==> config.mk <==
export PLATFORM = sky130hd
export DESIGN_NAME = mp_irq_ctrl
export DESIGN_NICKNAME = d
export VERILOG_FILES = /design/src/rtl/mpic_pkg.sv /design/src/rtl/mpic_edge.sv /design/src/rtl/mpic_cpu_port.sv /design/src/rtl/mpic_mp_status.sv /design/src/rtl/mp_irq_ctrl.sv
export SDC_FILE = /design/constraint.sdc
export NUM_CORES = 1
export LEC_CHECK = 0
export BUFFER_PORTS_ARGS = -buffer_cell sky130_fd_sc_hd__buf_2
export CAP_MARGIN = 20
export CORE_MARGIN = 5
export CORE_UTILIZATION = 59
export DETAILED_ROUTE_END_ITERATION = 16
export HOLD_SLACK_MARGIN = 0.03
export MAX_ROUTING_LAYER = met4
export PLACE_DENSITY = 0.81
export SLEW_MARGIN = 40
export SYNTH_ARGS = -nofsm -noshare
export SYNTH_HDL_FRONTEND = slang
export SYNTH_SLANG_ARGS = --single-unit
==> constraint.sdc <==
create_clock -name clk -period 3.2 [get_ports clk]
set_clock_uncertainty 0.1 [all_clocks]
set_input_delay 0.32 -clock clk [delete_from_list [all_inputs] [get_ports clk]]
set_output_delay 0.32 -clock clk [all_outputs]
set_load 0.01 [all_outputs]
==> src/rtl/mpic_pkg.sv <==
package mpic_pkg;
   localparam int LINES   = 15;
   localparam int LVL_W   = 4;
   localparam int MAX_CPU = 16;
   localparam int DATA_W  = 32;
   localparam int CNT_LSB = 28;

   typedef logic [LINES:1] irq_vec_t;

   typedef enum logic [1:0] {
      RGN_CTRL  = 2'd0,
      RGN_MASK  = 2'd1,
      RGN_FORCE = 2'd2,
      RGN_RSVD  = 2'd3
   } region_e;

   localparam logic [3:0] SLOT_LEVEL  = 4'd0;
   localparam logic [3:0] SLOT_PEND   = 4'd1;
   localparam logic [3:0] SLOT_CLEAR  = 4'd3;
   localparam logic [3:0] SLOT_MPSTAT = 4'd4;

   function automatic logic [LVL_W-1:0] top_index(input irq_vec_t v);
      logic [LVL_W-1:0] r;
      r = '0;
      for (int i = 1; i <= LINES; i++) begin
         if (v[i]) r = LVL_W'(i);
      end
      return r;
   endfunction
endpackage

==> src/rtl/mpic_edge.sv <==
module mpic_edge
   import mpic_pkg::*;
(
   input  logic     clk,
   input  logic     rst_n,
   input  irq_vec_t lines,
   output irq_vec_t rises
);
   irq_vec_t lines_q;

   always_ff @(posedge clk) begin
      if (!rst_n) lines_q <= '0;
      else        lines_q <= lines;
   end

   assign rises = lines & ~lines_q;
endmodule

==> src/rtl/mpic_cpu_port.sv <==
module mpic_cpu_port
   import mpic_pkg::*;
(
   input  logic             clk,
   input  logic             rst_n,
   input  irq_vec_t         pend_q,
   input  irq_vec_t         lvl_class,
   input  irq_vec_t         wdata,
   input  irq_vec_t         clr_vec,
   input  logic             wr_mask,
   input  logic             wr_force,
   input  logic             ack,
   input  logic [LVL_W-1:0] ack_num,
   output irq_vec_t         mask_q,
   output irq_vec_t         force_q,
   output irq_vec_t         ack_vec,
   output logic [LVL_W-1:0] level_out
);
   irq_vec_t req, hi_req, lo_req, winners;

   always_comb begin
      for (int b = 1; b <= LINES; b++) begin
         ack_vec[b] = ack && (ack_num == LVL_W'(b));
      end
   end

   always_ff @(posedge clk) begin
      if (!rst_n) begin
         mask_q  <= '0;
         force_q <= '0;
      end else begin
         if (wr_mask) mask_q <= wdata;
         force_q <= (wr_force ? wdata : force_q) & ~clr_vec & ~ack_vec;
      end
   end

   always_comb begin
      req     = (pend_q | force_q) & mask_q;
      hi_req  = req & lvl_class;
      lo_req  = req & ~lvl_class;
      winners = (hi_req != '0) ? hi_req : lo_req;
   end

   assign level_out = top_index(winners);

   assert_idle_zero_R2 : assert property (@(posedge clk) disable iff (!rst_n)
      (((pend_q | force_q) & mask_q) == '0) |-> (level_out == '0));

   assert_high_class_first_R3 : assert property (@(posedge clk) disable iff (!rst_n)
      ((((pend_q | force_q) & mask_q) & lvl_class) != '0)
         |-> (level_out != '0 && lvl_class[level_out]));

   assert_ack_clears_force_R4 : assert property (@(posedge clk) disable iff (!rst_n)
      (ack_vec != '0 && !wr_force) |=> ((force_q & $past(ack_vec)) == '0));
endmodule

==> src/rtl/mpic_mp_status.sv <==
module mpic_mp_status
   import mpic_pkg::*;
#(
   parameter int NCPU = 4
)(
   input  logic              clk,
   input  logic              rst_n,
   input  logic              wr_en,
   input  logic [NCPU-1:0]   start_req,
   output logic [DATA_W-1:0] stat_word,
   output logic [NCPU-1:0]   cpu_start
);
   localparam logic [NCPU-1:0] BOOT_BIT  = NCPU'(1);
   localparam logic [NCPU-1:0] DOWN_INIT = ~BOOT_BIT;
   localparam logic [3:0]      CNT_VAL   = 4'(NCPU - 1);

   logic [NCPU-1:0] down_q;
   logic [NCPU-1:0] req;

   assign req = start_req & ~BOOT_BIT;

   always_ff @(posedge clk) begin
      if (!rst_n) begin
         down_q    <= DOWN_INIT;
         cpu_start <= '0;
      end else begin
         cpu_start <= wr_en ? req : '0;
         if (wr_en) down_q <= down_q & ~req;
      end
   end

   always_comb begin
      stat_word                          = '0;
      stat_word[DATA_W-1:CNT_LSB]        = CNT_VAL;
      stat_word[NCPU-1:0]                = down_q;
   end

   assert_no_return_to_down_R7 : assert property (@(posedge clk) disable iff (!rst_n)
      ((down_q & ~$past(down_q)) == '0));

   assert_start_marks_running_R7 : assert property (@(posedge clk) disable iff (!rst_n)
      ((cpu_start & down_q) == '0));

   assert_boot_cpu_never_started_R7 : assert property (@(posedge clk) disable iff (!rst_n)
      !cpu_start[0]);

   assert_start_one_shot_R7 : assert property (@(posedge clk) disable iff (!rst_n)
      (cpu_start != '0 && !wr_en) |=> (cpu_start == '0));
endmodule

==> src/rtl/mp_irq_ctrl.sv <==
module mp_irq_ctrl
   import mpic_pkg::*;
#(
   parameter int NCPU = 4
)(
   input  logic                  clk,
   input  logic                  rst_n,
   input  logic [LINES:1]        irq_lines,
   input  logic                  bus_sel,
   input  logic                  bus_wr,
   input  logic [7:0]            bus_addr,
   input  logic [DATA_W-1:0]     bus_wdata,
   output logic [DATA_W-1:0]     bus_rdata,
   input  logic [NCPU-1:0]       cpu_ack,
   input  logic [NCPU*LVL_W-1:0] cpu_ack_num,
   output logic [NCPU*LVL_W-1:0] cpu_level,
   output logic [NCPU-1:0]       cpu_start
);
   generate
      if (NCPU < 1 || NCPU > MAX_CPU) begin : g_bad_ncpu
         $error("mp_irq_ctrl: NCPU out of range 1..16");
      end
   endgenerate

   region_e     region;
   logic [3:0]  slot;
   logic        wr;
   logic        wr_level, wr_pend, wr_clr, wr_stat;
   irq_vec_t    wvec, clr_vec, rises, ack_all;
   irq_vec_t    lvl_q, pend_q;
   irq_vec_t    mask_arr  [NCPU];
   irq_vec_t    force_arr [NCPU];
   irq_vec_t    ack_arr   [NCPU];
   logic [DATA_W-1:0] stat_word;
   logic        unused_bits;

   assign region      = region_e'(bus_addr[7:6]);
   assign slot        = bus_addr[5:2];
   assign wr          = bus_sel && bus_wr;
   assign wvec        = bus_wdata[LINES:1];
   assign unused_bits = ^{bus_addr[1:0], bus_wdata[DATA_W-1:LINES+1], bus_wdata[0]};

   assign wr_level = wr && region == RGN_CTRL && slot == SLOT_LEVEL;
   assign wr_pend  = wr && region == RGN_CTRL && slot == SLOT_PEND;
   assign wr_clr   = wr && region == RGN_CTRL && slot == SLOT_CLEAR;
   assign wr_stat  = wr && region == RGN_CTRL && slot == SLOT_MPSTAT;
   assign clr_vec  = wr_clr ? wvec : '0;

   mpic_edge u_edge (
      .clk   (clk),
      .rst_n (rst_n),
      .lines (irq_lines),
      .rises (rises)
   );

   genvar c;
   generate
      for (c = 0; c < NCPU; c++) begin : g_cpu
         logic wr_mask_c, wr_force_c;
         assign wr_mask_c  = wr && region == RGN_MASK  && slot == 4'(c);
         assign wr_force_c = wr && region == RGN_FORCE && slot == 4'(c);

         mpic_cpu_port u_port (
            .clk       (clk),
            .rst_n     (rst_n),
            .pend_q    (pend_q),
            .lvl_class (lvl_q),
            .wdata     (wvec),
            .clr_vec   (clr_vec),
            .wr_mask   (wr_mask_c),
            .wr_force  (wr_force_c),
            .ack       (cpu_ack[c]),
            .ack_num   (cpu_ack_num[c*LVL_W +: LVL_W]),
            .mask_q    (mask_arr[c]),
            .force_q   (force_arr[c]),
            .ack_vec   (ack_arr[c]),
            .level_out (cpu_level[c*LVL_W +: LVL_W])
         );
      end
   endgenerate

   always_comb begin
      ack_all = '0;
      for (int i = 0; i < NCPU; i++) ack_all = ack_all | ack_arr[i];
   end

   always_ff @(posedge clk) begin
      if (!rst_n) begin
         lvl_q  <= '0;
         pend_q <= '0;
      end else begin
         if (wr_level) lvl_q <= wvec;
         pend_q <= ((wr_pend ? wvec : pend_q) & ~clr_vec & ~ack_all) | rises;
      end
   end

   mpic_mp_status #(.NCPU(NCPU)) u_status (
      .clk       (clk),
      .rst_n     (rst_n),
      .wr_en     (wr_stat),
      .start_req (bus_wdata[NCPU-1:0]),
      .stat_word (stat_word),
      .cpu_start (cpu_start)
   );

   always_comb begin
      bus_rdata = '0;
      unique case (region)
         RGN_CTRL: begin
            if (slot == SLOT_LEVEL)       bus_rdata = DATA_W'({lvl_q, 1'b0});
            else if (slot == SLOT_PEND)   bus_rdata = DATA_W'({pend_q, 1'b0});
            else if (slot == SLOT_MPSTAT) bus_rdata = stat_word;
         end
         RGN_MASK: begin
            for (int i = 0; i < NCPU; i++)
               if (slot == 4'(i)) bus_rdata = DATA_W'({mask_arr[i], 1'b0});
         end
         RGN_FORCE: begin
            for (int i = 0; i < NCPU; i++)
               if (slot == 4'(i)) bus_rdata = DATA_W'({force_arr[i], 1'b0});
         end
         default: bus_rdata = '0;
      endcase
   end

   generate
      for (genvar b = 1; b <= LINES; b++) begin : g_edge_chk
         assert_edge_sets_pending_R9 : assert property (@(posedge clk) disable iff (!rst_n)
            rises[b] |=> pend_q[b]);
      end
   endgenerate

   assert_clear_reads_zero_R5 : assert property (@(posedge clk) disable iff (!rst_n)
      (bus_sel && !bus_wr && bus_addr[7:2] == 6'h03) |-> (bus_rdata == '0));

   assert_reserved_reads_zero_R8 : assert property (@(posedge clk) disable iff (!rst_n)
      (bus_sel && !bus_wr && bus_addr[7:6] == 2'b11) |-> (bus_rdata == '0));

   assert_pending_bit0_zero_R11 : assert property (@(posedge clk) disable iff (!rst_n)
      (bus_sel && !bus_wr && bus_addr[7:2] == 6'h01) |-> (bus_rdata[0] == 1'b0));
endmodule

==> out/qor.csv <==
metric,value,unit
status,finished with violations,
violations,negative setup slack,
cts_sinks,171,
overflow,0,
dpl.hpwl,32100,µm
startpoint_type,register,
slew_headroom,43.5,%
syn_avg_cell_area,7.86,µm²
leakage,5.21,nW
p_per_area,367,nW/µm²
via_count,12500,
critPathMaxFanout,8,
syn_area,10500,µm²
clkPwrFrac,44.3,%
slowest_delay,0.38,ns
cts_tree,built,
grt_pass1_vias,11300,
fp.dieW,144,µm
diodes,0,
crit_arrival,3.08,ns
ant_nets,0,
dr.first_iter.drc_count,2096,
place_inst,1644,
ys_top_cells_by_count,"nand2_1, dfxtp_1, nor2_1, a21boi_0, clkbuf_1",
rows,48,
crit_end,cpu_level[2],
path_class,reg -> out,
slew_viol_final,0,
netlist-cell-type-count,71,
drtPass1Iterations,9,
path_buf_inv,3,
synth-edff-count,0,
yosys_most_used_dff,dfxtp_1,
async_flop_share,0,%
cts_max_level,4,
yosysTopAreaCellShare,32.5,%
switching_share,29.7,%
fin_cells,1732,
seqPwrFrac,45.8,%
synth_seq_cells,171,
grt_max_degree,58,
rr_startpoint,pend_q[13]$_SDFF_PN0_,
cp-startpoint,pend_q[5]$_SDFF_PN0_,
clock_latency,0.45,ns
grt_setup_unrepaired,true,
pwr-share-comb,9.9,%
viasPerCell,7.24,
tightestPinTransition,0.848,ns
vdd_drop_max,0.386,mV
setup_viol,11,
period_minus_slack,3.50,ns
drive_above_1_share,28.6,%
path_cells,"o211ai_1, o2111ai_2, nor4_2, buf_4, buf_6, a21oi_4, o22ai_2, and3b_1, o31ai_1, buf_2",
area_growth,25.7,%
nets,1573,
yosysMostFrequentCell,nand2_1,
die-area,20600,µm²
drcViolationCount,0,
r2r_cells,4,
finalHoldViolCount,0,
hold_class,in -> reg,
ys_seq_area_share,32.5,%
clock_path_buffers,2,
crit_family,compound AO/OA/AOI/OAI gates,
fin_hold_ws,0.137,ns
grt_pass1_wl,66900,µm
synth_top_cell_by_area,dfxtp_1,
cap_viol_max_count,0,
fin_crit_sh,109,%
initial_utilization,60.4,%
routedWlPerCell,26.7,µm
synth_area_leaders,"dfxtp_1, nand2_1, a21boi_0, mux2i_1, nor2_1",
critPathRequiredTime,2.78,ns
cts.root.buffer_cell,clkbuf_16,
gp_congestion,1.05,
r2r_setup_slack,1.59,ns
r2r-end,pend_q[13]$_SDFF_PN0_,
portBuffers,95,
final_core_util,76.0,%
setup_slack,-0.299,ns
power_switching,1.44,mW
fp.coreArea,17400,µm²
design_area,13200,µm²
path_depth,10,
track_usage,43.8,%
wl,46200,µm
max_clock_freq,0.286,GHz
path_clk_slew,0.08,ns
place_area,11500,µm²
ios,131,
p_int,3.41,mW
ys_warn_count,0,
die_h,144,µm
postSynthCellCount,1339,
critPathSlowestCell,dfxtp_4,
numCtsBuffers,17,
critPathCaptureType,output port,
grt_antenna_before_repair,0,
==> timing repair <==
action | 4_1_cts | 5_1_grt
pin swaps | 23 | 36
resized for setup | 62 | 105
endpoints found under the hold margin | 15 | 0
cloned | 0 | 2
setup endpoints to repair | 14 | 16
hold buffers | 15 | 0
buffers inserted | 19 | 21
==> sequential cells by signal, summed over array words and instances (netlist names) <==
| signal | count |
|---|---|
| g_cpu.u_port.force_q | 60 |
| g_cpu.u_port.mask_q | 60 |
| lvl_q | 15 |
| pend_q | 15 |
| u_edge.lines_q | 15 |
| u_status.cpu_start | 3 |
| u_status.down_q | 3 |
==> area by class of cell <==
class,count,area [µm²]
sequential,171,3490
multi-input combinational,1028,6960
tap,225,282
clock inverter,14,175
timing repair buffer,243,1760
clock buffer,18,439
inverter,33,124
fill,1287,4190
==> worst reg2reg max path: cells and delay by family, from the launching register on <==
| kind | cells | cell delay (ns) |
|---|---|---|
| AND/OR/NAND/NOR | 1 | 0.52 |
| flip-flops | 1 | 0.41 |
| buffers and inverters | 1 | 0.21 |
| AO/OA/AOI/OAI | 1 | 0.18 |
| multiplexers | 1 | 0.11 |
==> power by group through the flow <==
stage               Combinational (mW)  Clock, mW  Sequential (mW)
finish                           0.479       2.15             2.22
global route                     0.498       2.23             2.22
CTS                              0.434       2.12             2.22
detailed placement               0.414          0             2.26
global placement                 0.410          0             2.26
floorplan                        0.273          0             2.23
==> layout by cell type (no fill, tap or decap), types with 8 or more instances in the layout <==
| cell | count |
|---|---|
| a21boi_0 | 75 |
| a21oi_1 | 27 |
| a21oi_2 | 11 |
| a221oi_1 | 24 |
| a22o_1 | 35 |
| a22oi_1 | 19 |
| buf_2 | 94 |
| buf_4 | 107 |
| buf_6 | 23 |
| clkbuf_16 | 17 |
| conb_1 | 16 |
| dfxtp_1 | 141 |
| dfxtp_2 | 20 |
| dfxtp_4 | 10 |
| dlygate4sd3_1 | 15 |
| inv_1 | 33 |
| mux2_2 | 29 |
| mux2i_1 | 52 |
| nand2_1 | 230 |
| nand2b_1 | 12 |
| nand3_1 | 9 |
| nand3b_1 | 10 |
| nor2_1 | 89 |
| nor3_1 | 47 |
| nor3b_1 | 11 |
| nor4_1 | 12 |
| o211ai_1 | 34 |
| o21a_1 | 12 |
| o21ai_0 | 54 |
| o21ai_1 | 12 |
| o221a_2 | 8 |
| o221ai_1 | 9 |
| o22ai_1 | 25 |
| o22ai_2 | 8 |
| o32ai_1 | 11 |
| or4_1 | 16 |
==> per-layer routing <==
| layer | vias to the layer above | wire (µm) | global-route usage, % |
|---|---|---|---|
| met4 | 0 | 2740 | 18.9 |
| met3 | 286 | 7640 | 16.1 |
| met5 | - | 0 | - |
| li1 | 5244 | - | - |
| met2 | 1232 | 19000 | 61.5 |
| met1 | 5780 | 16800 | 56.5 |
==> cells by family after synthesis <==
kind of cell	count (synthesis)	synth area share [%]
buffers and inverters	155	6.81
DFF	171	32.5
and+or+nand+nor	482	21.4
muxes	82	8.26
other	1	0.0356
AOI/OAI and AO/OA	448	31.0
==> worst min-delay path by stage <==
stage | from | end | slack [ns] | depth (start not counted)
after floorplan | u_edge.lines_q[0]$_SDFF_PN0_ | pend_q[0]$_SDFF_PN0_ | 0.29 | 1
after global placement | u_edge.lines_q[7]$_SDFF_PN0_ | pend_q[7]$_SDFF_PN0_ | 0.29 | 1
after detailed placement | u_edge.lines_q[9]$_SDFF_PN0_ | pend_q[9]$_SDFF_PN0_ | 0.30 | 1
after CTS | bus_wdata[12] | g_cpu[3].u_port.force_q[11]$_SDFF_PN0_ | 0.13 | 3
after global routing | bus_wdata[12] | lvl_q[11]$_SDFFE_PN0P_ | 0.14 | 3
final | bus_wdata[6] | g_cpu[0].u_port.mask_q[5]$_SDFFE_PN0P_ | 0.14 | 3
==> stage by stage <==
| stage | setup slack (ns) | total power [mW] | TNS, ns |
|---|---|---|---|
| after floorplan | 0.649 | 2.50 | 0 |
| after global placement | 0.176 | 2.67 | 0 |
| after detailed placement | 0.107 | 2.67 | 0 |
| after CTS | -0.0596 | 4.77 | -0.133 |
| after global routing | -0.311 | 4.95 | -2.43 |
| final | -0.299 | 4.85 | -1.97 |
(Power assumes the default switching activity.)
